**src/rtl/vipc_pkg.sv**
```systemverilog
package vipc_pkg;
   // outcome of one acknowledge cycle
   typedef enum logic [1:0] {
      VK_IDLE = 2'd0,
      VK_TAKE = 2'd1,
      VK_SPUR = 2'd2,
      VK_NONE = 2'd3
   } vipc_ack_e;
endpackage

```
**src/rtl/vipc_prio_enc.sv**
```systemverilog
// Highest-set-bit finder; GROUP=0 selects a flat scan, otherwise a two-level
// group/bit search with GROUP bits per group.
module vipc_prio_enc #(
   parameter int N     = 256,
   parameter int GROUP = 32,
   localparam int IW   = $clog2(N)
) (
   input  logic [N-1:0]  vec,
   output logic          any,
   output logic [IW-1:0] top
);
   initial begin
      assert (N >= 2 && (N & (N - 1)) == 0)
         else $error("vipc_prio_enc: N must be a power of two");
      assert (GROUP == 0 || (N % GROUP == 0 && GROUP >= 2 && N / GROUP >= 2))
         else $error("vipc_prio_enc: GROUP must divide N into >=2 groups");
   end

   assign any = |vec;

   if (GROUP == 0) begin : g_flat
      always_comb begin
         top = '0;
         for (int i = 0; i < N; i++)
            if (vec[i]) top = IW'(i);
      end
   end else begin : g_two_level
      localparam int NG  = N / GROUP;
      localparam int GIW = $clog2(NG);
      localparam int BIW = $clog2(GROUP);
      logic [NG-1:0]    grp_any;
      logic [GIW-1:0]   grp_top;
      logic [GROUP-1:0] grp_bits;
      logic [BIW-1:0]   bit_top;

      for (genvar g = 0; g < NG; g++) begin : g_grp
         assign grp_any[g] = |vec[g*GROUP +: GROUP];
      end

      always_comb begin
         grp_top = '0;
         for (int g = 0; g < NG; g++)
            if (grp_any[g]) grp_top = GIW'(g);
         grp_bits = vec[grp_top*GROUP +: GROUP];
         bit_top  = '0;
         for (int b = 0; b < GROUP; b++)
            if (grp_bits[b]) bit_top = BIW'(b);
      end
      assign top = {grp_top, bit_top};
   end
endmodule

```
**src/rtl/vipc_vec_state.sv**
```systemverilog
// Request, in-service and trigger bit arrays with their update rules.
module vipc_vec_state #(
   parameter int N  = 256,
   localparam int IW = $clog2(N)
) (
   input  logic          clk,
   input  logic          rst_n,
   input  logic          acc_valid,
   input  logic [IW-1:0] acc_vec,
   input  logic          acc_level,
   input  logic          ack_take,
   input  logic          eoi,
   input  logic          irr_any,
   input  logic [IW-1:0] irr_top,
   input  logic          isr_any,
   input  logic [IW-1:0] isr_top,
   output logic [N-1:0]  irr,
   output logic [N-1:0]  isr,
   output logic [N-1:0]  tmr
);
   logic [N-1:0] irr_n, isr_n, tmr_n;

   always_comb begin
      irr_n = irr;
      isr_n = isr;
      tmr_n = tmr;
      // retire first, then grant, then record the new arrival
      if (eoi && isr_any)     isr_n[isr_top] = 1'b0;
      if (ack_take && irr_any) begin
         irr_n[irr_top] = 1'b0;
         isr_n[irr_top] = 1'b1;
      end
      if (acc_valid) begin
         irr_n[acc_vec] = 1'b1;
         tmr_n[acc_vec] = acc_level;
      end
   end

   always_ff @(posedge clk) begin
      if (!rst_n) begin
         irr <= '0;
         isr <= '0;
         tmr <= '0;
      end else begin
         irr <= irr_n;
         isr <= isr_n;
         tmr <= tmr_n;
      end
   end

   AST_ACC_RECORDED: assert property (@(posedge clk) disable iff (!rst_n)
      acc_valid |=> irr[$past(acc_vec)]);
   AST_ACC_TRIGGER: assert property (@(posedge clk) disable iff (!rst_n)
      acc_valid |=> tmr[$past(acc_vec)] == $past(acc_level));
   AST_GRANT_IN_SERVICE: assert property (@(posedge clk) disable iff (!rst_n)
      ack_take |=> isr[$past(irr_top)]);
   AST_EOI_RETIRES_TOP: assert property (@(posedge clk) disable iff (!rst_n)
      (eoi && isr_any && !(ack_take && irr_top == isr_top)) |=> !isr[$past(isr_top)]);
   AST_EOI_EMPTY_NOP: assert property (@(posedge clk) disable iff (!rst_n)
      (eoi && !isr_any && !ack_take) |=> $stable(isr));
endmodule

```
**src/rtl/vipc_decide.sv**
```systemverilog
// Processor priority, pending decision and acknowledge outcome.
module vipc_decide
   import vipc_pkg::*;
#(
   parameter int VW   = 8,
   parameter int CLSW = 4,
   localparam int LOW = VW - CLSW
) (
   input  logic [VW-1:0] tpr,
   input  logic [VW:0]   svr,
   input  logic          irr_any,
   input  logic [VW-1:0] irr_top,
   input  logic          isr_any,
   input  logic [VW-1:0] isr_top,
   input  logic          ack_req,
   output logic [VW-1:0] ppr,
   output logic          pending,
   output vipc_ack_e     ack_kind
);
   initial begin
      assert (CLSW >= 1 && CLSW < VW)
         else $error("vipc_decide: class width must be below vector width");
   end

   logic            sw_en;
   logic [CLSW-1:0] tpr_cls, isr_cls, irr_cls, ppr_cls;

   assign sw_en   = svr[VW];
   assign tpr_cls = tpr[VW-1 -: CLSW];
   assign isr_cls = isr_any ? isr_top[VW-1 -: CLSW] : '0;
   assign irr_cls = irr_top[VW-1 -: CLSW];

   always_comb begin
      if (tpr_cls >= isr_cls) ppr = tpr;
      else                    ppr = {isr_cls, {LOW{1'b0}}};
   end
   assign ppr_cls = ppr[VW-1 -: CLSW];

   assign pending = sw_en && irr_any && ((ppr == '0) || (irr_cls > ppr_cls));

   always_comb begin
      if (!ack_req)                             ack_kind = VK_IDLE;
      else if (!sw_en || !irr_any)              ack_kind = VK_NONE;
      else if (tpr != '0 && irr_top <= tpr)     ack_kind = VK_SPUR;
      else                                      ack_kind = VK_TAKE;
   end
endmodule

```
**src/rtl/vipc_core.sv**
```systemverilog
module vipc_core
   import vipc_pkg::*;
#(
   parameter int NUM_VEC    = 256,
   parameter int CLASS_BITS = 4,
   parameter int SVR_IN_W   = 16,
   parameter int ENC_GROUP  = 32,
   localparam int VW        = $clog2(NUM_VEC)
) (
   input  logic          clk,
   input  logic          rst_n,
   input  logic          acc_valid,
   input  logic [VW-1:0] acc_vector,
   input  logic          acc_level,
   input  logic          ack_req,
   input  logic          eoi,
   input  logic          tpr_wr,
   input  logic [VW-1:0] tpr_wdata,
   input  logic          svr_wr,
   input  logic [SVR_IN_W-1:0] svr_wdata,
   input  logic [VW-1:0] peek_idx,
   output logic          irq_pending,
   output logic          ack_valid,
   output logic [VW-1:0] ack_vector,
   output logic          ack_spurious,
   output logic          ack_empty,
   output logic [VW-1:0] ppr,
   output logic [VW:0]   svr_q,
   output logic [VW-1:0] tpr_q,
   output logic          peek_req,
   output logic          peek_srv,
   output logic          peek_lvl
);
   initial begin
      assert (SVR_IN_W >= VW + 1)
         else $error("vipc_core: spurious write port too narrow");
   end

   logic [NUM_VEC-1:0] irr, isr, tmr;
   logic               irr_any, isr_any;
   logic [VW-1:0]      irr_top, isr_top;
   vipc_ack_e          ack_kind;
   logic               ack_take;
   logic [SVR_IN_W-1:0] svr_unused;

   assign svr_unused = svr_wdata;
   assign ack_take   = (ack_kind == VK_TAKE);

   vipc_prio_enc #(.N(NUM_VEC), .GROUP(ENC_GROUP)) u_enc_req (
      .vec(irr), .any(irr_any), .top(irr_top));
   vipc_prio_enc #(.N(NUM_VEC), .GROUP(ENC_GROUP)) u_enc_srv (
      .vec(isr), .any(isr_any), .top(isr_top));

   vipc_vec_state #(.N(NUM_VEC)) u_state (
      .clk(clk), .rst_n(rst_n),
      .acc_valid(acc_valid), .acc_vec(acc_vector), .acc_level(acc_level),
      .ack_take(ack_take), .eoi(eoi),
      .irr_any(irr_any), .irr_top(irr_top),
      .isr_any(isr_any), .isr_top(isr_top),
      .irr(irr), .isr(isr), .tmr(tmr));

   vipc_decide #(.VW(VW), .CLSW(CLASS_BITS)) u_decide (
      .tpr(tpr_q), .svr(svr_q),
      .irr_any(irr_any), .irr_top(irr_top),
      .isr_any(isr_any), .isr_top(isr_top),
      .ack_req(ack_req),
      .ppr(ppr), .pending(irq_pending), .ack_kind(ack_kind));

   always_ff @(posedge clk) begin
      if (!rst_n) begin
         tpr_q        <= '0;
         svr_q        <= {1'b0, {VW{1'b1}}};
         ack_valid    <= 1'b0;
         ack_vector   <= '0;
         ack_spurious <= 1'b0;
         ack_empty    <= 1'b0;
      end else begin
         if (tpr_wr) tpr_q <= tpr_wdata;
         if (svr_wr) svr_q <= svr_unused[VW:0];
         ack_valid    <= (ack_kind != VK_IDLE);
         ack_spurious <= (ack_kind == VK_SPUR);
         ack_empty    <= (ack_kind == VK_NONE);
         case (ack_kind)
            VK_TAKE: ack_vector <= irr_top;
            VK_SPUR: ack_vector <= svr_q[VW-1:0];
            default: ack_vector <= '0;
         endcase
      end
   end

   assign peek_req = irr[peek_idx];
   assign peek_srv = isr[peek_idx];
   assign peek_lvl = tmr[peek_idx];

   AST_PPR_FLOOR: assert property (@(posedge clk) disable iff (!rst_n)
      ppr >= tpr_q);
   AST_PEND_NEEDS_EN: assert property (@(posedge clk) disable iff (!rst_n)
      irq_pending |-> svr_q[VW]);
   AST_ACK_ANSWERED: assert property (@(posedge clk) disable iff (!rst_n)
      ack_req |=> ack_valid);
   AST_ACK_ONE_KIND: assert property (@(posedge clk) disable iff (!rst_n)
      !(ack_spurious && ack_empty));
endmodule

```
**config.mk**
```make
export PLATFORM = sky130hd
export DESIGN_NAME = vipc_core
export DESIGN_NICKNAME = d
export VERILOG_FILES = /design/src/rtl/vipc_pkg.sv /design/src/rtl/vipc_prio_enc.sv /design/src/rtl/vipc_vec_state.sv /design/src/rtl/vipc_decide.sv /design/src/rtl/vipc_core.sv
export SDC_FILE = /design/constraint.sdc
export NUM_CORES = 2
export LEC_CHECK = 0
export BUFFER_PORTS_ARGS = -buffer_cell sky130_fd_sc_hd__buf_2
export CAP_MARGIN = 0
export CORE_UTILIZATION = 41
export CTS_CLUSTER_DIAMETER = 200
export DETAILED_ROUTE_END_ITERATION = 10
export PLACE_DENSITY = 0.63
export SKIP_LAST_GASP = 1
export SLEW_MARGIN = 20
export SYNTH_ARGS = -nofsm -noshare
export SYNTH_HDL_FRONTEND = slang
export SYNTH_SLANG_ARGS = --single-unit
```
**constraint.sdc**
```tcl
create_clock -name clk -period 8.94 [get_ports clk]
set_input_delay 2.682 -clock clk [delete_from_list [all_inputs] [get_ports clk]]
set_output_delay 2.682 -clock clk [all_outputs]
set_load 0.1 [all_outputs]
```
==> flow_summary.ini <==
[status]
outcome = complete, but fails checks
violations = setup timing

[floorplanning]
fp.coreArea_mm2 = 0.104
dieWidth_um = 327
die_h_um = 327
start_util = 0.416
dieArea_mm2 = 0.107
rows = 118
ioPinCount = 88

[timing]
finalSetupViolCount = 1
min_period_ns = 9.30
fin_ws_ns = -0.364
rsz0062_at_grt = yes
fin_tns_setup_ns = -0.364
clock.fmax_ghz = 0.107
max_slew.worst_pin.slew_ns = 1.18
fin_skew_ns = 0.0230
hold_viol = 0
period_share = 1.04
slew_violations = 0
slew_headroom = 0.213

[synth]
syn_inst = 5053
synthMuxAreaShare = 0.175
synth-simple-area-share = 0.190
ys.flop_type = dfxtp_1
synth_edf_count = 0
syn_nets = 5117
synth-warning-count = 0
synth_compound_area_frac = 0.217
async_reset_ff_frac = 0
synth_top_family_by_area = compound AO/OA/AOI/OAI gates
synth.distinct_cells = 102
yosys_register_bits = 796
synth_xor_area_frac = 0
synth_fa_ha_area_frac = 0.00462
seq_area_frac_synth = 0.368
synth_area_mm2 = 0.0433
syn-mean-instance-area_um2 = 8.57

[power_and_ir_drop]
power_leakage_uw = 0.0180
comb_power_share = 0.274
pwr-share-seq = 0.349
p_switching_uw = 3890
p_sw_frac = 0.380
p_int_uw = 6350
pwr-share-clk = 0.378
ir_worst_vdd_uv = 260
power_density_mw_per_mm2 = 203

[routing]
drc = 0
finalWirelength_um = 215000
dr_wl_met3_um = 23800
wl_per_cell_um = 32.5
dr.max_layer_used = met5
route.vias.total = 45800
drtIter0Drc = 6573
drtAntennaViolNets = 0
vias_per_cell = 6.93
wl_met2_um = 94300
m1WireLength_um = 78000
drtPass1Iterations = 8

[critical_path]
end_kind = output port
cp_top_family = compound AO/OA/AOI/OAI gates
critPathLaunch = u_state.isr[126]
required_ns = 6.26
r2r_start = u_state.irr[249]
cp_slowest_cell = or4_4
worstSetupPathType = register to output port
worst-path-buf-inv = 7
max_stage_delay_ns = 0.61
cp.arrival_ns = 6.62
rr_endpoint = u_state.isr[3]
path_common_cell = buf_4
worstSetupStartpointType = register
rrSetupSlack_ns = 0.01
critical_path.max_fanout = 6
ff2ff_path_depth = 23

[final_layout]
layout_commonest_cell = dfxtp_1
stdcell_area_mm2 = 0.0504
final_util = 0.484
most-common-layout-cells = dfxtp_1, nand2_1, a21oi_1
multi_input_area_mm2 = 0.0260
final_nets = 5215
drive_gt1_frac = 0.193
fillers = 10100
ff_latch_area_mm2 = 0.0159
syn2layout_area_growth_pct = 16.4

[grt]
grt_max_degree = 193
grt_usage = 0.391
antenna_found_initial = 9
overflow = 0
grt_pass1_wl_um = 306000
grt_pass1_vias = 43100

[place]
io_buffers = 80
gp_congestion = 1.05
placed_area_mm2 = 0.0469
pre_cts_ws_ns = 0.0556
place_hpwl_um = 155000

[cts]
cts_buffers = 89
cts-root-buf = clkbuf_16
worst_skew_pair.late_latency_ns = 0.70
cts_htree_levels = 3
clk_pin_slew_ns = 0.06
hold_buffers = 0
clk_path_buf_depth = 3
cts_sinks = 796
cts_tree = done

[min_path]
min_to = u_state.tmr[18]
hp-class = register to register
hold_start = u_state.tmr[18]
whs_path_depth = 2

[run]
cap_violations = 0
-- flip-flops by register name, indices dropped and copies added, names as in the netlist --
name          flops
ack_empty         1
ack_spurious      1
ack_valid         1
ack_vector        8
svr_q             9
tpr_q             8
u_state.irr     256
u_state.isr     256
u_state.tmr     256
-- worst max-delay path by stage --
stage | slack, ns | to | cells after the start
2_1_floorplan | 0.01 | irq_pending | 30
3_3_place_gp | 0.07 | irq_pending | 29
3_5_place_dp | 0.06 | irq_pending | 30
4_1_cts | -0.33 | irq_pending | 30
5_1_grt | -0.52 | irq_pending | 28
6_report | -0.36 | irq_pending | 29
-- per-layer routing --
| layer | track usage | vias up |
|---|---|---|
| met5 | 0 | - |
| met4 | 0.286 | 16 |
| met3 | 0.0988 | 932 |
| met2 | 0.598 | 3342 |
| met1 | 0.478 | 22300 |
| li1 | - | 19200 |
-- cells in the mapped netlist, types with 10 or more instances --
| master | n | area share |
|---|---|---|
| inv_1 | 39 | 0.0034 |
| a21o_1 | 15 | 0.0026 |
| nand2b_1 | 31 | 0.0045 |
| o21bai_1 | 12 | 0.0021 |
| nor2_1 | 363 | 0.031 |
| o211ai_1 | 49 | 0.0085 |
| and4_1 | 14 | 0.0028 |
| nand2_1 | 725 | 0.063 |
| nor3_1 | 71 | 0.0082 |
| o311ai_0 | 11 | 0.0022 |
| o311ai_1 | 10 | 0.0020 |
| mux2i_1 | 175 | 0.040 |
| buf_2 | 66 | 0.0076 |
| a211oi_1 | 54 | 0.0094 |
| a311oi_1 | 16 | 0.0032 |
| o21ai_1 | 47 | 0.0054 |
| o31ai_1 | 87 | 0.015 |
| o22ai_1 | 20 | 0.0029 |
| o21a_1 | 18 | 0.0031 |
| a221oi_1 | 14 | 0.0028 |
| ha_1 | 16 | 0.0046 |
| buf_4 | 13 | 0.0023 |
| or3_1 | 13 | 0.0019 |
| nor4_1 | 151 | 0.022 |
| clkbuf_1 | 307 | 0.027 |
| and2_1 | 21 | 0.0030 |
| a22oi_1 | 25 | 0.0043 |
| nor2b_1 | 18 | 0.0026 |
| a31oi_1 | 45 | 0.0065 |
| o21ai_0 | 375 | 0.043 |
| nand4_1 | 77 | 0.011 |
| a21oi_1 | 635 | 0.073 |
| and3_1 | 15 | 0.0022 |
| dfxtp_1 | 796 | 0.37 |
| mux4_2 | 255 | 0.13 |
| o221ai_1 | 13 | 0.0026 |
| buf_1 | 36 | 0.0031 |
| nand3_1 | 208 | 0.024 |
-- metrics by stage --
stage | instances | total power [µW] | hold slack, ns
global route | 6604 | 10400 | 0.462
floorplan | 5053 | 5010 | 0.433
global placement | 6425 | 6260 | 0.441
finish | 6607 | 10200 | 0.453
CTS | 6598 | 10100 | 0.453
detailed placement | 6426 | 6270 | 0.445
-- what timing repair did --
action / in CTS / in global routing
pin swaps: 17 / 26
endpoints found under the setup margin: 1 / 59
setup buffers: 8 / 6
gates resized for setup: 19 / 45
-- final cells by class --
cell class | count | area share
tap | 1380 | 0.0343
antenna | 3 | 0.000149
timing repair buffer | 438 | 0.0690
sequential | 796 | 0.316
clock buffer | 128 | 0.0515
clock inverter | 36 | 0.00871
inverter | 46 | 0.00387
multi-input combinational | 3780 | 0.516
-- logic make-up after synthesis --
kind of cell	Yosys count
buffers and inverters	477
adder cells (fa/ha/maj)	16
AO/OA/AOI/OAI	1556
flip-flops	796
multiplexers	436
AND/OR/NAND/NOR	1772
-- power groups by stage --
stage,clock network [µW],logic (µW),registers [µW]
after floorplan,0,1330,3690
after global placement,0,2610,3650
after detailed placement,0,2620,3650
after CTS,3880,2630,3570
after global routing,4030,2770,3570
final,3870,2810,3570
-- tightest hold or removal path, stage by stage (launching register included) --
cell and delay, ns:
dfxtp_1 0.30, nand2_1 0.05, a21oi_1 0.05
No activity file was read; power rests on OpenSTA's default activity.
